$ cat src/rtl/evtc_pkg.sv
package evtc_pkg;
  localparam int EVT_N     = 8;
  localparam int VEC_BITS  = 11;
  localparam int VEC_STEP  = 4;
  localparam int NIB_BITS  = 4;
  localparam logic [EVT_N-1:0] RSVD_BITS = 8'h08;
endpackage

$ cat src/rtl/evtc_flag_bank.sv
module evtc_flag_bank #(
  parameter int N_EVT = evtc_pkg::EVT_N,
  parameter logic [N_EVT-1:0] RSVD = evtc_pkg::RSVD_BITS
) (
  input  logic             clk,
  input  logic             rst_n,
  input  logic [N_EVT-1:0] pulse,
  input  logic             clr_en,
  input  logic [N_EVT-1:0] clr_mask,
  input  logic [N_EVT-1:0] grant,
  output logic [N_EVT-1:0] flags
);
  logic [N_EVT-1:0] flag_q;
  logic [N_EVT-1:0] kill;

  // flags removed this cycle: software mask plus the accepted source
  assign kill = (clr_en ? clr_mask : '0) | grant;

  // a new pulse outranks a same-cycle removal
  always_ff @(posedge clk or negedge rst_n) begin
    if (!rst_n) flag_q <= '0;
    else        flag_q <= (pulse | (flag_q & ~kill)) & ~RSVD;
  end

  assign flags = flag_q;
endmodule

$ cat src/rtl/evtc_arbiter.sv
module evtc_arbiter #(
  parameter int N_EVT    = evtc_pkg::EVT_N,
  parameter int VEC_W    = evtc_pkg::VEC_BITS,
  parameter int STEP     = evtc_pkg::VEC_STEP
) (
  input  logic             clk,
  input  logic             rst_n,
  input  logic [N_EVT-1:0] flags,
  input  logic [N_EVT-1:0] ien,
  input  logic             en_cmd,
  input  logic             dis_cmd,
  input  logic             ack,
  output logic             req,
  output logic [VEC_W-1:0] vec,
  output logic [N_EVT-1:0] grant
);
  localparam int IDX_W = (N_EVT > 1) ? $clog2(N_EVT) : 1;

  logic             gie_q;
  logic [N_EVT-1:0] pend;
  logic [IDX_W-1:0] win;
  logic             accept;

  assign pend = flags & ien;

  // lowest index has the highest priority
  always_comb begin
    win = '0;
    for (int i = N_EVT - 1; i >= 0; i--) begin
      if (pend[i]) win = IDX_W'(i);
    end
  end

  assign req    = gie_q && (pend != '0);
  assign vec    = VEC_W'((32'(win) + 1) * STEP);
  assign accept = req && ack;
  assign grant  = accept ? (N_EVT'(1) << win) : '0;

  // enable commands win over acceptance and disable in the same cycle
  always_ff @(posedge clk or negedge rst_n) begin
    if (!rst_n)                 gie_q <= 1'b1;
    else if (en_cmd)            gie_q <= 1'b1;
    else if (accept || dis_cmd) gie_q <= 1'b0;
  end
endmodule

$ cat src/rtl/evtc_hold_ctrl.sv
module evtc_hold_ctrl (
  input  logic clk,
  input  logic rst_n,
  input  logic cause_any,
  input  logic irq_req,
  input  logic hold_req,
  input  logic reti,
  output logic hold
);
  logic hold_q;
  logic resume_q;

  always_ff @(posedge clk or negedge rst_n) begin
    if (!rst_n) begin
      hold_q   <= 1'b0;
      resume_q <= 1'b0;
    end else if (cause_any) begin
      hold_q   <= 1'b0;
      resume_q <= 1'b0;
    end else if (hold_q && irq_req) begin
      hold_q   <= 1'b0;
      resume_q <= 1'b1;
    end else if (!hold_q && hold_req) begin
      hold_q   <= 1'b1;
    end else if (!hold_q && reti && resume_q) begin
      hold_q   <= 1'b1;
      resume_q <= 1'b0;
    end
  end

  assign hold = hold_q;
endmodule

$ cat src/rtl/evt_irq_ctrl.sv
module evt_irq_ctrl #(
  parameter int N_EVT = evtc_pkg::EVT_N,
  parameter int VEC_W = evtc_pkg::VEC_BITS,
  parameter int STEP  = evtc_pkg::VEC_STEP,
  parameter int NIB   = evtc_pkg::NIB_BITS,
  parameter logic [N_EVT-1:0] RSVD = evtc_pkg::RSVD_BITS,
  localparam int N_NIB = N_EVT / NIB,
  localparam int SEL_W = (N_NIB > 1) ? $clog2(N_NIB) : 1
) (
  input  logic             clk,
  input  logic             rst_n,
  input  logic [N_EVT-1:0] evt_pulse_i,
  input  logic             clr_evt_i,
  input  logic [N_EVT-1:0] clr_mask_i,
  input  logic             ien_wr_i,
  input  logic [N_EVT-1:0] ien_data_i,
  input  logic             hen_wr_i,
  input  logic [N_EVT-1:0] hen_data_i,
  input  logic             gie_set_i,
  input  logic             gie_clr_i,
  input  logic             irq_ack_i,
  input  logic             hold_req_i,
  input  logic             reti_i,
  input  logic [SEL_W-1:0] cause_sel_i,
  output logic [N_EVT-1:0] evt_flags_o,
  output logic             irq_req_o,
  output logic [VEC_W-1:0] irq_vec_o,
  output logic             hold_o,
  output logic [NIB-1:0]   cause_nib_o
);
  logic [N_EVT-1:0] ien_q;
  logic [N_EVT-1:0] hen_q;
  logic [N_EVT-1:0] flags;
  logic [N_EVT-1:0] grant;
  logic [N_EVT-1:0] cause_vec;
  logic [NIB-1:0]   cause_nibs [N_NIB];

  always_ff @(posedge clk or negedge rst_n) begin
    if (!rst_n) begin
      ien_q <= '0;
      hen_q <= '0;
    end else begin
      if (ien_wr_i) ien_q <= ien_data_i;
      if (hen_wr_i) hen_q <= hen_data_i;
    end
  end

  evtc_flag_bank #(.N_EVT(N_EVT), .RSVD(RSVD)) u_flags (
    .clk      (clk),
    .rst_n    (rst_n),
    .pulse    (evt_pulse_i),
    .clr_en   (clr_evt_i),
    .clr_mask (clr_mask_i),
    .grant    (grant),
    .flags    (flags)
  );

  evtc_arbiter #(.N_EVT(N_EVT), .VEC_W(VEC_W), .STEP(STEP)) u_arb (
    .clk     (clk),
    .rst_n   (rst_n),
    .flags   (flags),
    .ien     (ien_q),
    .en_cmd  (gie_set_i || ien_wr_i),
    .dis_cmd (gie_clr_i),
    .ack     (irq_ack_i),
    .req     (irq_req_o),
    .vec     (irq_vec_o),
    .grant   (grant)
  );

  // cause follows the flags and the hold mask, so clears propagate at once
  assign cause_vec = flags & hen_q;

  for (genvar n = 0; n < N_NIB; n++) begin : g_nib
    assign cause_nibs[n] = cause_vec[n*NIB +: NIB];
  end

  assign cause_nib_o = cause_nibs[cause_sel_i];

  evtc_hold_ctrl u_hold (
    .clk       (clk),
    .rst_n     (rst_n),
    .cause_any (cause_vec != '0),
    .irq_req   (irq_req_o),
    .hold_req  (hold_req_i),
    .reti      (reti_i),
    .hold      (hold_o)
  );

  assign evt_flags_o = flags;
endmodule

$ cat config.mk
export PLATFORM = sky130hd
export DESIGN_NAME = evt_irq_ctrl
export DESIGN_NICKNAME = d
export VERILOG_FILES = /design/src/rtl/evtc_pkg.sv /design/src/rtl/evtc_flag_bank.sv /design/src/rtl/evtc_arbiter.sv /design/src/rtl/evtc_hold_ctrl.sv /design/src/rtl/evt_irq_ctrl.sv
export SDC_FILE = /design/constraint.sdc
export NUM_CORES = 1
export LEC_CHECK = 0
export ABC_AREA = 1
export BUFFER_PORTS_ARGS = -buffer_cell sky130_fd_sc_hd__buf_2
export CORE_UTILIZATION = 31
export CTS_CLUSTER_SIZE = 25
export DETAILED_ROUTE_END_ITERATION = 16
export PLACE_DENSITY = 0.66
export SKIP_CTS_REPAIR_TIMING = 1
export SLEW_MARGIN = 10
export SYNTH_ARGS = -nofsm -noshare
export SYNTH_HDL_FRONTEND = slang
export SYNTH_SLANG_ARGS = --single-unit
$ cat constraint.sdc
create_clock -name clk -period 1.4 [get_ports clk]
set_input_delay 0.07 -clock clk [delete_from_list [all_inputs] [get_ports clk]]
set_output_delay 0.07 -clock clk [all_outputs]
set_load 0.1 [all_outputs]
==> flow_summary.toml <==
[run_status]
status = "finished with violations"
violations = "negative hold slack, negative setup slack"

[power]
clkPwrFrac_pct = 20.4
ir_drop_v = 0.000585
powerDensity_nw_per_um2 = 1220
netSwitchingFraction_pct = 42.3
netSwitchingPower_mw = 1.27
internal-power_mw = 1.73
pwr-share-seq_pct = 27.7
combPwrFrac_pct = 51.9
leakagePower_nw = 1.16

[timing]
hold_ws_ps = -2.88
layout_setup_ws_ps = -450
fmax_mhz = 541
skew_ps = 7.61
min_period_over_period_pct = 132
rsz0062_at_grt = "yes"
finalMaxSlewViolations = 0
hold_viol = 1
fin_crit_ps = 1850
worst_pin_slew_ps = 552
fin_setup_tns_ps = -3410
setup_violations = 16
max-slew-margin-rel_pct = 63.2

[floorplan]
die-area_um2 = 4850
die_x_um = 69.6
design.core.area_um2 = 4380
ios = 68
fp.dieH_um = 69.6
rows = 24
start_util_pct = 32.3

[drt]
viasPerCell = 4.53
ant_nets = 0
drc = 0
wire_per_inst_um = 13.2
drt-initial-drc-count = 52
drt_wl_total_um = 3830
dr.pass1.iters = 4
vias = 1313

[synthesis]
ys.warnings.count = 0
synth_area_um2 = 1420
ys_seq_area_share_pct = 42.5
synthTopCellsByArea = "dfrtp_1 41%, mux2_2 11%, nand2_1 9.8%, nand3_1 4.9%, ha_1 4.4%"
synth_top_area_share_pct = 40.6
yosysUniqueCellTypes = 27
synth_area_leader_cell = "dfrtp_1"
postSynthAreaPerCell_um2 = 9.33
ys_seq_elements = 24
syn_inst = 152

[setup_path]
worst-path-max-fanout = 3
rrSetupSlack_ps = -240
startpoint_type = "flop"
crit_path_top_delay_cell = "dfrtp_4"
startpoint = "u_flags.flags[1]$_DFF_PN0_"
required_ps = 1330
path_class = "reg2out"
path_buf_inv = 3
cp-end-kind = "output port"
path_cells = "nand2_4, nand2_4, buf_12, nor2_8, inv_4, nor2_4, ha_4, buf_12"
r2r_start = "u_flags.flags[1]$_DFF_PN0_"
crit_arrival_ps = 1780
crit_family = "flip-flops"
slowest_delay_ps = 500

[finish]
layout-drive-gt1-share_pct = 66.4
area_growth_pct = 74.2
n_antenna_cell = 0
final_cell_area_um2 = 2470
finalNetCount = 287

[grt]
grt_pass1_vias = 1235
grt_pass1_wl_um = 5890
antenna_found_initial = 0
grt_use_total_pct = 15.6
grt-ovfl-total = 0
grt_max_degree = 25

[clocking]
cts.clk_slew.worst_paths_ps = 90
cts_buffers = 3
cts_sinks = 24
ctsRootBufferMaster = "clkbuf_8"
cts_tree = "yes"
clockBufferDepth = 2
worstSkewPairLatency_ps = 270
htreeDepth = 1

[hold_path]
hold_start = "evt_pulse_i[7]"
hp-class = "in2reg"

[placement]
place_hpwl_um = 2930
dpl-instance-area_um2 = 2150
place_congestion = 0.865
portBuffers = 55

[run]
cap_violations = 0
## worst min-delay path: cells and delay by family
kind,cells,cell delay (ps)
buffers and inverters,2,110
AND/OR/NAND/NOR,1,50
## power groups by stage
stage | sequential (mW) | clock [mW] | combinational [mW]
2_1_floorplan | 0.975 | 0 | 0.806
3_3_place_gp | 0.829 | 0 | 1.39
3_5_place_dp | 0.832 | 0 | 1.41
4_1_cts | 0.817 | 0.630 | 1.41
5_1_grt | 0.840 | 0.655 | 1.63
6_report | 0.832 | 0.613 | 1.56
## state kept, by name (all words and copies together) (netlist names)
name	count
u_hold.resume_q	1
hen_q	7
u_flags.flags	7
u_arb.gie_q	1
ien_q	7
u_hold.hold	1
## cell type report
type,instances,area [um2]
multi-input cells,115,966
inverters,10,48.8
clock inverters,1,30.0
well taps,52,65.1
flip-flops and latches,24,629
clock buffers,3,41.3
repair buffers,85,689
fillers,391,1910
## cell usage after synthesis (all sizes together)
library cell   n
buf            9
dfstp          1
dfrtp         23
nand4          1
o21ai          3
nand3b         1
conb           1
a31oi          1
o21bai         6
nand3         14
ha             5
nor2          12
a21oi          1
inv           10
mux2          14
clkbuf         1
a21boi         1
nor3           1
nand2         47
## cell usage in the layout, fill, tap and decap left out, types with 2 or more instances in the layout
master         count
buf_2             45
nand2_1           28
buf_4             17
dfrtp_1           15
mux2_2            14
nand2_4           11
buf_12            10
nand3_1            9
conb_1             8
nand2_2            7
buf_6              7
dfrtp_4            7
nand3_2            5
inv_1              5
dlygate4sd3_1      5
nor2_4             4
nor2_2             4
ha_4               4
o21ai_4            3
o21bai_1           3
nor2_1             3
o21bai_2           3
clkbuf_8           3
inv_2              2
## worst paths after layout
path,endpoint,cells past startpoint
worst max-delay path,irq_vec_o[4],8
worst min-delay path,u_flags.flags[7]$_DFF_PN0_,3
worst max register to register,u_flags.flags[6]$_DFF_PN0_,10
worst min register to register,u_hold.resume_q$_DFFE_PN0P_,2
max in group asynchronous,u_flags.flags[6]$_DFF_PN0_,2
min in group asynchronous,ien_q[4]$_DFFE_PN0P_,2
## kinds of logic (layout without fill, tap and decap cells)
logic type / count (synthesis) / count (layout) / synth area share, %
AND/OR/NAND/NOR: 76 / 76 / 27.1
flip-flops: 24 / 24 / 42.5
buffers and inverters: 20 / 99 / 7.50
multiplexers: 14 / 14 / 11.1
AO/OA/AOI/OAI: 12 / 12 / 7.15
adder cells (fa/ha/maj): 5 / 5 / 4.41
other: 1 / 8 / 0.265
## layer usage
layer	GRT usage, %	wire length [um]	up-vias
met5	0	0	-
met4	3.33	26	0
met3	4.07	204	4
met2	25.8	1910	49
met1	20.6	1690	609
li1	-	-	651
## metrics by stage
stage | util (%) | total power [mW] | cells | setup slack [ps] | hold slack, ps
floorplan | - | 1.78 | 159 | -711 | -226
finish | 56.3 | 3.00 | 290 | -450 | -2.88
global route | 56.3 | 3.13 | 290 | -520 | 3.62
CTS | 50.7 | 2.86 | 281 | -552 | -211
global placement | 49.1 | 2.22 | 277 | -201 | 87.1
detailed placement | 49.1 | 2.24 | 277 | -267 | 87.6
Power figures use the tool's default switching activity.
